`config.mk`:
```
export PLATFORM = sky130hd
export DESIGN_NAME = rsq_top
export DESIGN_NICKNAME = d
export VERILOG_FILES = /design/src/rtl/rsq_pkg.sv /design/src/rtl/rsq_ctrl.sv /design/src/rtl/rsq_datapath.sv /design/src/rtl/rsq_top.sv
export SDC_FILE = /design/constraint.sdc
export NUM_CORES = 1
export LEC_CHECK = 0
export BUFFER_PORTS_ARGS = -buffer_cell sky130_fd_sc_hd__buf_4
export CORE_ASPECT_RATIO = 1.1
export CORE_MARGIN = 2
export CORE_UTILIZATION = 40
export DETAILED_ROUTE_END_ITERATION = 6
export REMOVE_ABC_BUFFERS = 1
export SYNTH_ARGS = -nofsm -noshare
export SYNTH_HDL_FRONTEND = slang
export SYNTH_HIERARCHICAL = 1
export SYNTH_SLANG_ARGS = --single-unit
```
`constraint.sdc`:
```
create_clock -name clk -period 2.9 [get_ports clk]
set_clock_uncertainty 0.15 [all_clocks]
set_input_delay 0.435 -clock clk [delete_from_list [all_inputs] [get_ports clk]]
set_output_delay 0.435 -clock clk [all_outputs]
set_load 0.01 [all_outputs]
```
`src/rtl/rsq_pkg.sv`:
```
`timescale 1ns/1ps
package rsq_pkg;
  typedef enum logic [1:0] {
    SLICE_DARK   = 2'd0,
    SLICE_GLYPH  = 2'd1,
    SLICE_CURSOR = 2'd2
  } sliceKind_e;

  typedef struct packed {
    logic       load;      // last dot of a character time: load next slice
    logic       active;    // slice belongs to a visible cell
    sliceKind_e kind;      // what the slice is made of
    logic       rowNext;   // advance row base by one text row
    logic       frameClr;  // return row base to the top of the screen
  } seqStrobe_t;
endpackage

```
`src/rtl/rsq_ctrl.sv`:
```
`timescale 1ns/1ps
module rsq_ctrl
  import rsq_pkg::*;
#(
  parameter int COLS         = 80,
  parameter int ROWS         = 24,
  parameter int HBLANK_CHARS = 20,
  parameter int CELL_W       = 9,
  parameter int GLYPH_H      = 7,
  parameter int DARK_SCANS   = 2,
  parameter int VBLANK_LINES = 20,
  parameter int HSYNC_START  = 84,
  parameter int HSYNC_LEN    = 8,
  parameter int VSYNC_START  = 2,
  parameter int VSYNC_LEN    = 3,
  localparam int LINE_CHARS  = COLS + HBLANK_CHARS,
  localparam int C_W         = $clog2(LINE_CHARS),
  localparam int Y_W         = $clog2(ROWS),
  localparam int MAX_SCANS   = GLYPH_H + 2 + DARK_SCANS,
  localparam int S_W         = $clog2(MAX_SCANS)
) (
  input  logic             clk,
  input  logic             rst_n,
  input  logic             mode50,
  input  logic [Y_W-1:0]   cursorY,
  output seqStrobe_t       strb,
  output logic [C_W-1:0]   colIdx,
  output logic [S_W-1:0]   scanIdx,
  output logic             hsync,
  output logic             vsync,
  output logic             retraceStrobe
);
  localparam int D_W = $clog2(CELL_W);
  localparam int V_W = $clog2(VBLANK_LINES);
  localparam logic [C_W:0] HS_BEG = (C_W+1)'(HSYNC_START);
  localparam logic [C_W:0] HS_END = (C_W+1)'(HSYNC_START + HSYNC_LEN);
  localparam logic [V_W:0] VS_BEG = (V_W+1)'(VSYNC_START);
  localparam logic [V_W:0] VS_END = (V_W+1)'(VSYNC_START + VSYNC_LEN);

  logic [D_W-1:0] dotCnt;
  logic [C_W-1:0] charCnt;
  logic [S_W-1:0] scanCnt;
  logic [Y_W-1:0] rowCnt;
  logic [V_W-1:0] vblCnt;
  logic           inVbl;

  logic dotEnd, lineEnd, rowLast, vblLast, scanLast;
  logic [S_W-1:0] lastScan;

  always_comb begin
    lastScan = mode50 ? S_W'(GLYPH_H + 1 + DARK_SCANS) : S_W'(GLYPH_H + DARK_SCANS);
    dotEnd   = (dotCnt == D_W'(CELL_W - 1));
    lineEnd  = dotEnd && (charCnt == C_W'(LINE_CHARS - 1));
    rowLast  = (rowCnt == Y_W'(ROWS - 1));
    vblLast  = (vblCnt == V_W'(VBLANK_LINES - 1));
    scanLast = (scanCnt >= lastScan);
  end

  always_ff @(posedge clk) begin
    if (!rst_n) begin
      dotCnt  <= '0;
      charCnt <= '0;
      scanCnt <= '0;
      rowCnt  <= '0;
      vblCnt  <= '0;
      inVbl   <= 1'b0;
    end else begin
      dotCnt <= dotEnd ? '0 : dotCnt + 1'b1;
      if (dotEnd) charCnt <= lineEnd ? '0 : charCnt + 1'b1;
      if (lineEnd) begin
        if (inVbl) begin
          if (vblLast) begin
            inVbl   <= 1'b0;
            vblCnt  <= '0;
            rowCnt  <= '0;
            scanCnt <= '0;
          end else begin
            vblCnt <= vblCnt + 1'b1;
          end
        end else if (scanLast) begin
          scanCnt <= '0;
          if (rowLast) begin
            inVbl  <= 1'b1;
            vblCnt <= '0;
          end else begin
            rowCnt <= rowCnt + 1'b1;
          end
        end else begin
          scanCnt <= scanCnt + 1'b1;
        end
      end
    end
  end

  always_comb begin
    strb.load     = dotEnd;
    strb.active   = !inVbl && (charCnt < C_W'(COLS));
    strb.rowNext  = lineEnd && !inVbl && scanLast && !rowLast;
    strb.frameClr = lineEnd && inVbl && vblLast;
    if (scanCnt < S_W'(GLYPH_H))
      strb.kind = SLICE_GLYPH;
    else if (scanCnt == S_W'(GLYPH_H) && rowCnt == cursorY)
      strb.kind = SLICE_CURSOR;
    else
      strb.kind = SLICE_DARK;
  end

  assign colIdx        = charCnt;
  assign scanIdx       = scanCnt;
  assign hsync         = ({1'b0, charCnt} >= HS_BEG) && ({1'b0, charCnt} < HS_END);
  assign vsync         = inVbl && ({1'b0, vblCnt} >= VS_BEG) && ({1'b0, vblCnt} < VS_END);
  assign retraceStrobe = inVbl && (vblCnt == '0) && (charCnt == '0) && (dotCnt == '0);
endmodule

```
`src/rtl/rsq_datapath.sv`:
```
`timescale 1ns/1ps
module rsq_datapath
  import rsq_pkg::*;
#(
  parameter int COLS    = 80,
  parameter int ROWS    = 24,
  parameter int CELL_W  = 9,
  parameter int GLYPH_W = 7,
  parameter int C_W     = 7,
  parameter int S_W     = 4,
  parameter int X_W     = 7,
  localparam int A_W    = $clog2(COLS * ROWS)
) (
  input  logic               clk,
  input  logic               rst_n,
  input  seqStrobe_t         strb,
  input  logic [C_W-1:0]     colIdx,
  input  logic [S_W-1:0]     scanIdx,
  input  logic [X_W-1:0]     cursorX,
  input  logic [GLYPH_W-1:0] ramData,
  output logic [A_W-1:0]     ramAddr,
  output logic               video
);
  logic [A_W-1:0]       rowBase;
  logic [GLYPH_W-1:0]   slice;
  logic [2*GLYPH_W-1:0] dbl;
  logic [CELL_W-1:0]    loadWord;
  logic [CELL_W-1:0]    shReg;
  logic                 shValid;

  // Y register kept as the address of column 0 of the current text row
  always_ff @(posedge clk) begin
    if (!rst_n)             rowBase <= '0;
    else if (strb.frameClr) rowBase <= '0;
    else if (strb.rowNext)  rowBase <= rowBase + A_W'(COLS);
  end

  assign ramAddr = rowBase + ((colIdx < C_W'(COLS)) ? A_W'(colIdx) : '0);

  // Stand-in glyph table: scan s is the code rotated left by s
  always_comb begin
    dbl = {ramData, ramData} << scanIdx;
    unique case (strb.kind)
      SLICE_GLYPH:  slice = dbl[2*GLYPH_W-1:GLYPH_W];
      SLICE_CURSOR: slice = (colIdx == C_W'(cursorX)) ? '1 : '0;
      default:      slice = '0;
    endcase
  end

  generate
    if (CELL_W > GLYPH_W) begin : g_gap
      assign loadWord = {slice, {(CELL_W - GLYPH_W){1'b0}}};
    end else begin : g_noGap
      assign loadWord = slice[GLYPH_W-1 -: CELL_W];
    end
  endgenerate

  always_ff @(posedge clk) begin
    if (!rst_n) begin
      shReg   <= '0;
      shValid <= 1'b0;
    end else if (strb.load) begin
      shReg   <= loadWord;
      shValid <= strb.active;
    end else begin
      shReg   <= shReg << 1;
    end
  end

  assign video = shReg[CELL_W-1] & shValid;
endmodule

```
`src/rtl/rsq_top.sv`:
```
`timescale 1ns/1ps
module rsq_top
  import rsq_pkg::*;
#(
  parameter int COLS         = 80,
  parameter int ROWS         = 24,
  parameter int HBLANK_CHARS = 20,
  parameter int CELL_W       = 9,
  parameter int GLYPH_W      = 7,
  parameter int GLYPH_H      = 7,
  parameter int DARK_SCANS   = 2,
  parameter int VBLANK_LINES = 20,
  parameter int HSYNC_START  = 84,
  parameter int HSYNC_LEN    = 8,
  parameter int VSYNC_START  = 2,
  parameter int VSYNC_LEN    = 3,
  localparam int X_W         = $clog2(COLS),
  localparam int Y_W         = $clog2(ROWS),
  localparam int A_W         = $clog2(COLS * ROWS),
  localparam int C_W         = $clog2(COLS + HBLANK_CHARS),
  localparam int S_W         = $clog2(GLYPH_H + 2 + DARK_SCANS)
) (
  input  logic               clk,
  input  logic               rst_n,
  input  logic               mode50,
  input  logic [X_W-1:0]     cursorX,
  input  logic [Y_W-1:0]     cursorY,
  input  logic [GLYPH_W-1:0] ramData,
  output logic [A_W-1:0]     ramAddr,
  output logic               video,
  output logic               hsync,
  output logic               vsync,
  output logic               retraceStrobe
);
  seqStrobe_t     strb;
  logic [C_W-1:0] colIdx;
  logic [S_W-1:0] scanIdx;

  rsq_ctrl #(
    .COLS(COLS), .ROWS(ROWS), .HBLANK_CHARS(HBLANK_CHARS), .CELL_W(CELL_W),
    .GLYPH_H(GLYPH_H), .DARK_SCANS(DARK_SCANS), .VBLANK_LINES(VBLANK_LINES),
    .HSYNC_START(HSYNC_START), .HSYNC_LEN(HSYNC_LEN),
    .VSYNC_START(VSYNC_START), .VSYNC_LEN(VSYNC_LEN)
  ) ctrl (
    .clk(clk), .rst_n(rst_n), .mode50(mode50), .cursorY(cursorY),
    .strb(strb), .colIdx(colIdx), .scanIdx(scanIdx),
    .hsync(hsync), .vsync(vsync), .retraceStrobe(retraceStrobe)
  );

  rsq_datapath #(
    .COLS(COLS), .ROWS(ROWS), .CELL_W(CELL_W), .GLYPH_W(GLYPH_W),
    .C_W(C_W), .S_W(S_W), .X_W(X_W)
  ) dpath (
    .clk(clk), .rst_n(rst_n), .strb(strb), .colIdx(colIdx), .scanIdx(scanIdx),
    .cursorX(cursorX), .ramData(ramData), .ramAddr(ramAddr), .video(video)
  );
endmodule

```
==> summary.md <==
| Metric | Value |
|---|---|
| NumNets Final | around 430 |
| Ant. Diodes | 0 |
| Die width | 87.7 um |
| I/O Buffers | 36 |
| Grt total ovfl | 0 |
| # Post-CTS Setup Buffers | 0 |
| Max Slew Vio Count | 0 |
| Synth top area share | 0.267 |
| Longest Clk Path Bufs | 2 |
| Number of top-level pins | 37 |
| Post-CTS Hold Fix Bufs | 0 |
| Largest stage delay on the critical path | around 0.53 ns |
| CTS Buf Count | 5 |
| Slowest-stage cell, CP | dfxtp_1 |
| Routed wire length | ~6800 um |
| Area grow syn2layout | 15.6% |
| Largest net degree at the start of global routing | 23 |
| Overall Global Routing Usage | 0.179 |
| Final core utilization | 0.476 |
| WL per Instance | 13.8 um |
| Least-Margin Pin Slew | ~0.42 ns |
| CP Launch Type | flop |
| Relative slew slack | 0.718 |
| FF/Latch Area | just over 800 um2 |
| Mapped Cells | approximately 360 |
| Clock-pin slew on the worst setup and hold paths | ~0.08 ns |
| CP Capture Type | primary output |
| Syn. warnings | 6 |
| DPL Wire Length | between 5000 and 6000 um |
| Worst Hold Class | flop to flop |
| Final hold violations | 0 |
| Die Span Y | a little under 100 um |
| Pwr per Cell Area | 296 nW/um2 |
| Ys flop type | dfxtp_1 |
| Drt first pass iters | 4 |
| Core footprint | about 7500 um2 |
| Bufs and invs on worst path | 2 |
| Fin crit share | 0.921 |
| Fillers | 739 |
| Starting density of the core | 0.412 |
| Area occupied by multi-input gates | around 2100 um2 |
| Vias in the first global route | 2,625 |
| Max Cap Violations | 0 |
| CP top delay family | flip-flops |
| Final ANT Viol Nets | 0 |
| Critical Path RT | roughly 2.3 ns |
| Clock sinks | 41 |
| Status | finished clean |
| CP max FO | 10 |
| Worst-Skew Late Latency | 0.29 ns |
| Top-count cell post-synth | dfxtp_1 |
| Routed via count | 2,648 |
| Ys async rst share | 0 |
| Seq/Total Area, Yosys | 0.267 |
| Flops & latches, synth | a little over 40 |
| Cell chain of the critical path | nand2b_1, inv_1, ha_1, a21o_1, a21oi_1, nor2_1, xor2_1, buf_4 |
| DR iter-0 viols | approximately 110 |
| Die area | between 8000 and 9000 um2 |
| Via density per instance | 5.33 |
| Maximum VDD drop | 0.000155 V |
| Critical Path AT | 2.09 ns |
| Row count | 33 |
| Max Freq | roughly 370 MHz |
| Largest cells by area after synthesis | dfxtp_1 (27%), ha_1 (6.9%), mux4_2 (5.1%), xnor2_1 (4.6%), mux2i_1 (4.2%) |
| TritonCTS clock tree | done |
| Share of post-route cells with drive strength above 1 | 0.199 |
| Setup TNS | 0 ns |
| Post-Syn Area | ~3100 um2 |
| Root Driver | clkbuf_8 |
| Post-CTS resize count | 0 |
| RSZ-0062 raised after global routing | false |
| Post-layout min period | between 2 and 3 ns |
| Cell taking the most area after synthesis | dfxtp_1 |
| CTS H-tree lvls | 2 |
| Synth Area per Inst | slightly below 9 um2 |
| Placer Congestion | a little under 0.8 |
| Commonest cells post-synth | dfxtp_1 (41), nand2_1 (26), nor2_1 (24), inv_1 (19), nand3_1 (18) |
| Post-synth cell types | 64 |
| Global-route wire length before repair | between 10,000 and 15,000 um |
| LEAKAGE | 1.38 nW |
| Initial antenna violation count | 0 |
| Remaining DRCs | 0 |
| Crit Path Class | flop to primary output |
| Final setup violation count | 0 |
| Post-synth EDFFs | 0 |
-- flip-flops by register name, summed over array words and instances, names as in the netlist --
signal and count:
ctrl/scanIdx 4, dpath/rowBase 7, ctrl/vblCnt 5, ctrl/inVbl 1, dpath/shReg 7, ctrl/colIdx 7, ctrl/rowCnt 5, ctrl/dotCnt 4
dpath/shValid 1
-- report_power, final --
group,internal (mW),total [mW],switching (mW)
sequential,0.570,0.583,0.0130
clock,0.159,0.351,0.192
combinational,0.0608,0.119,0.0580
-- layout by cell type (no fill, tap or decap), drive strengths merged, types with 6 or more instances in the layout --
| cell type | instances |
|---|---|
| a21oi | 13 |
| a22oi | 7 |
| and2 | 6 |
| buf | 49 |
| dfxtp | 41 |
| ha | 17 |
| inv | 19 |
| mux2i | 13 |
| mux4 | 8 |
| nand2 | 26 |
| nand2b | 6 |
| nand3 | 18 |
| nand4 | 6 |
| nor2 | 24 |
| nor2b | 13 |
| nor3 | 7 |
| nor3b | 9 |
| o21ai | 17 |
| xnor2 | 16 |
| xor2 | 13 |
-- final cells by class --
class,count,share of cell area
well taps,105,0.0369
repair buffers,49,0.103
clock inverters,1,0.00141
inverters,19,0.0200
multi-input cells,277,0.588
flip-flops and latches,41,0.231
clock buffers,5,0.0193
-- through the flow --
step / std cells / setup slack [ns] / instance area, um2 / total power, mW / hold slack [ns]
4_1_cts: 497 / 0.188 / 3560 / 1.07 / 0.312
3_3_place_gp: 491 / 0.518 / 3490 / 0.712 / 0.286
2_1_floorplan: 337 / 0.0919 / 2990 / 0.659 / 0.261
5_1_grt: 497 / 0.00846 / 3560 / 1.11 / 0.336
6_report: 497 / 0.230 / 3560 / 1.05 / 0.307
3_5_place_dp: 491 / 0.466 / 3490 / 0.715 / 0.291
-- cells by family after synthesis --
group           share of synthesized area
compound gates                      0.137
xor+xnor                           0.0825
fa+ha+maj                          0.0756
buf+inv                            0.0532
flops                               0.267
mux                                 0.117
simple gates                        0.268
-- final timing paths --
path / slack [ns] / startpoint / end / cells past startpoint
worst min-delay path: 0.31 / dpath/shReg[5]$_SDFF_PN0_ / dpath/shReg[6]$_SDFF_PN0_ / 2
worst min register to register: 0.31 / dpath/shReg[5]$_SDFF_PN0_ / dpath/shReg[6]$_SDFF_PN0_ / 2
worst max-delay path: 0.23 / ctrl/colIdx[6]$_SDFFE_PN0P_ / ramAddr[9] / 8
worst max register to register: 0.54 / ctrl/rowCnt[0]$_SDFFE_PN0P_ / dpath/shReg[6]$_SDFF_PN0_ / 7
-- worst reg2reg max path, stage by stage (launching register included) --
cell      delay (ns)
dfxtp_1         0.46
xnor2_1         0.15
nand4_1         0.11
nor3_1          0.29
ha_1            0.30
nand3b_1        0.21
or4b_1          0.54
o211ai_2        0.08
-- metal layers --
layer,share of wire,vias up,GRT usage
met3,0.042,7,0.0274
met2,0.47,66,0.297
met5,0,-,0
li1,-,1351,-
met4,0.013,0,0.0462
met1,0.48,1224,0.243
No activity file was read; power rests on OpenSTA's default activity.
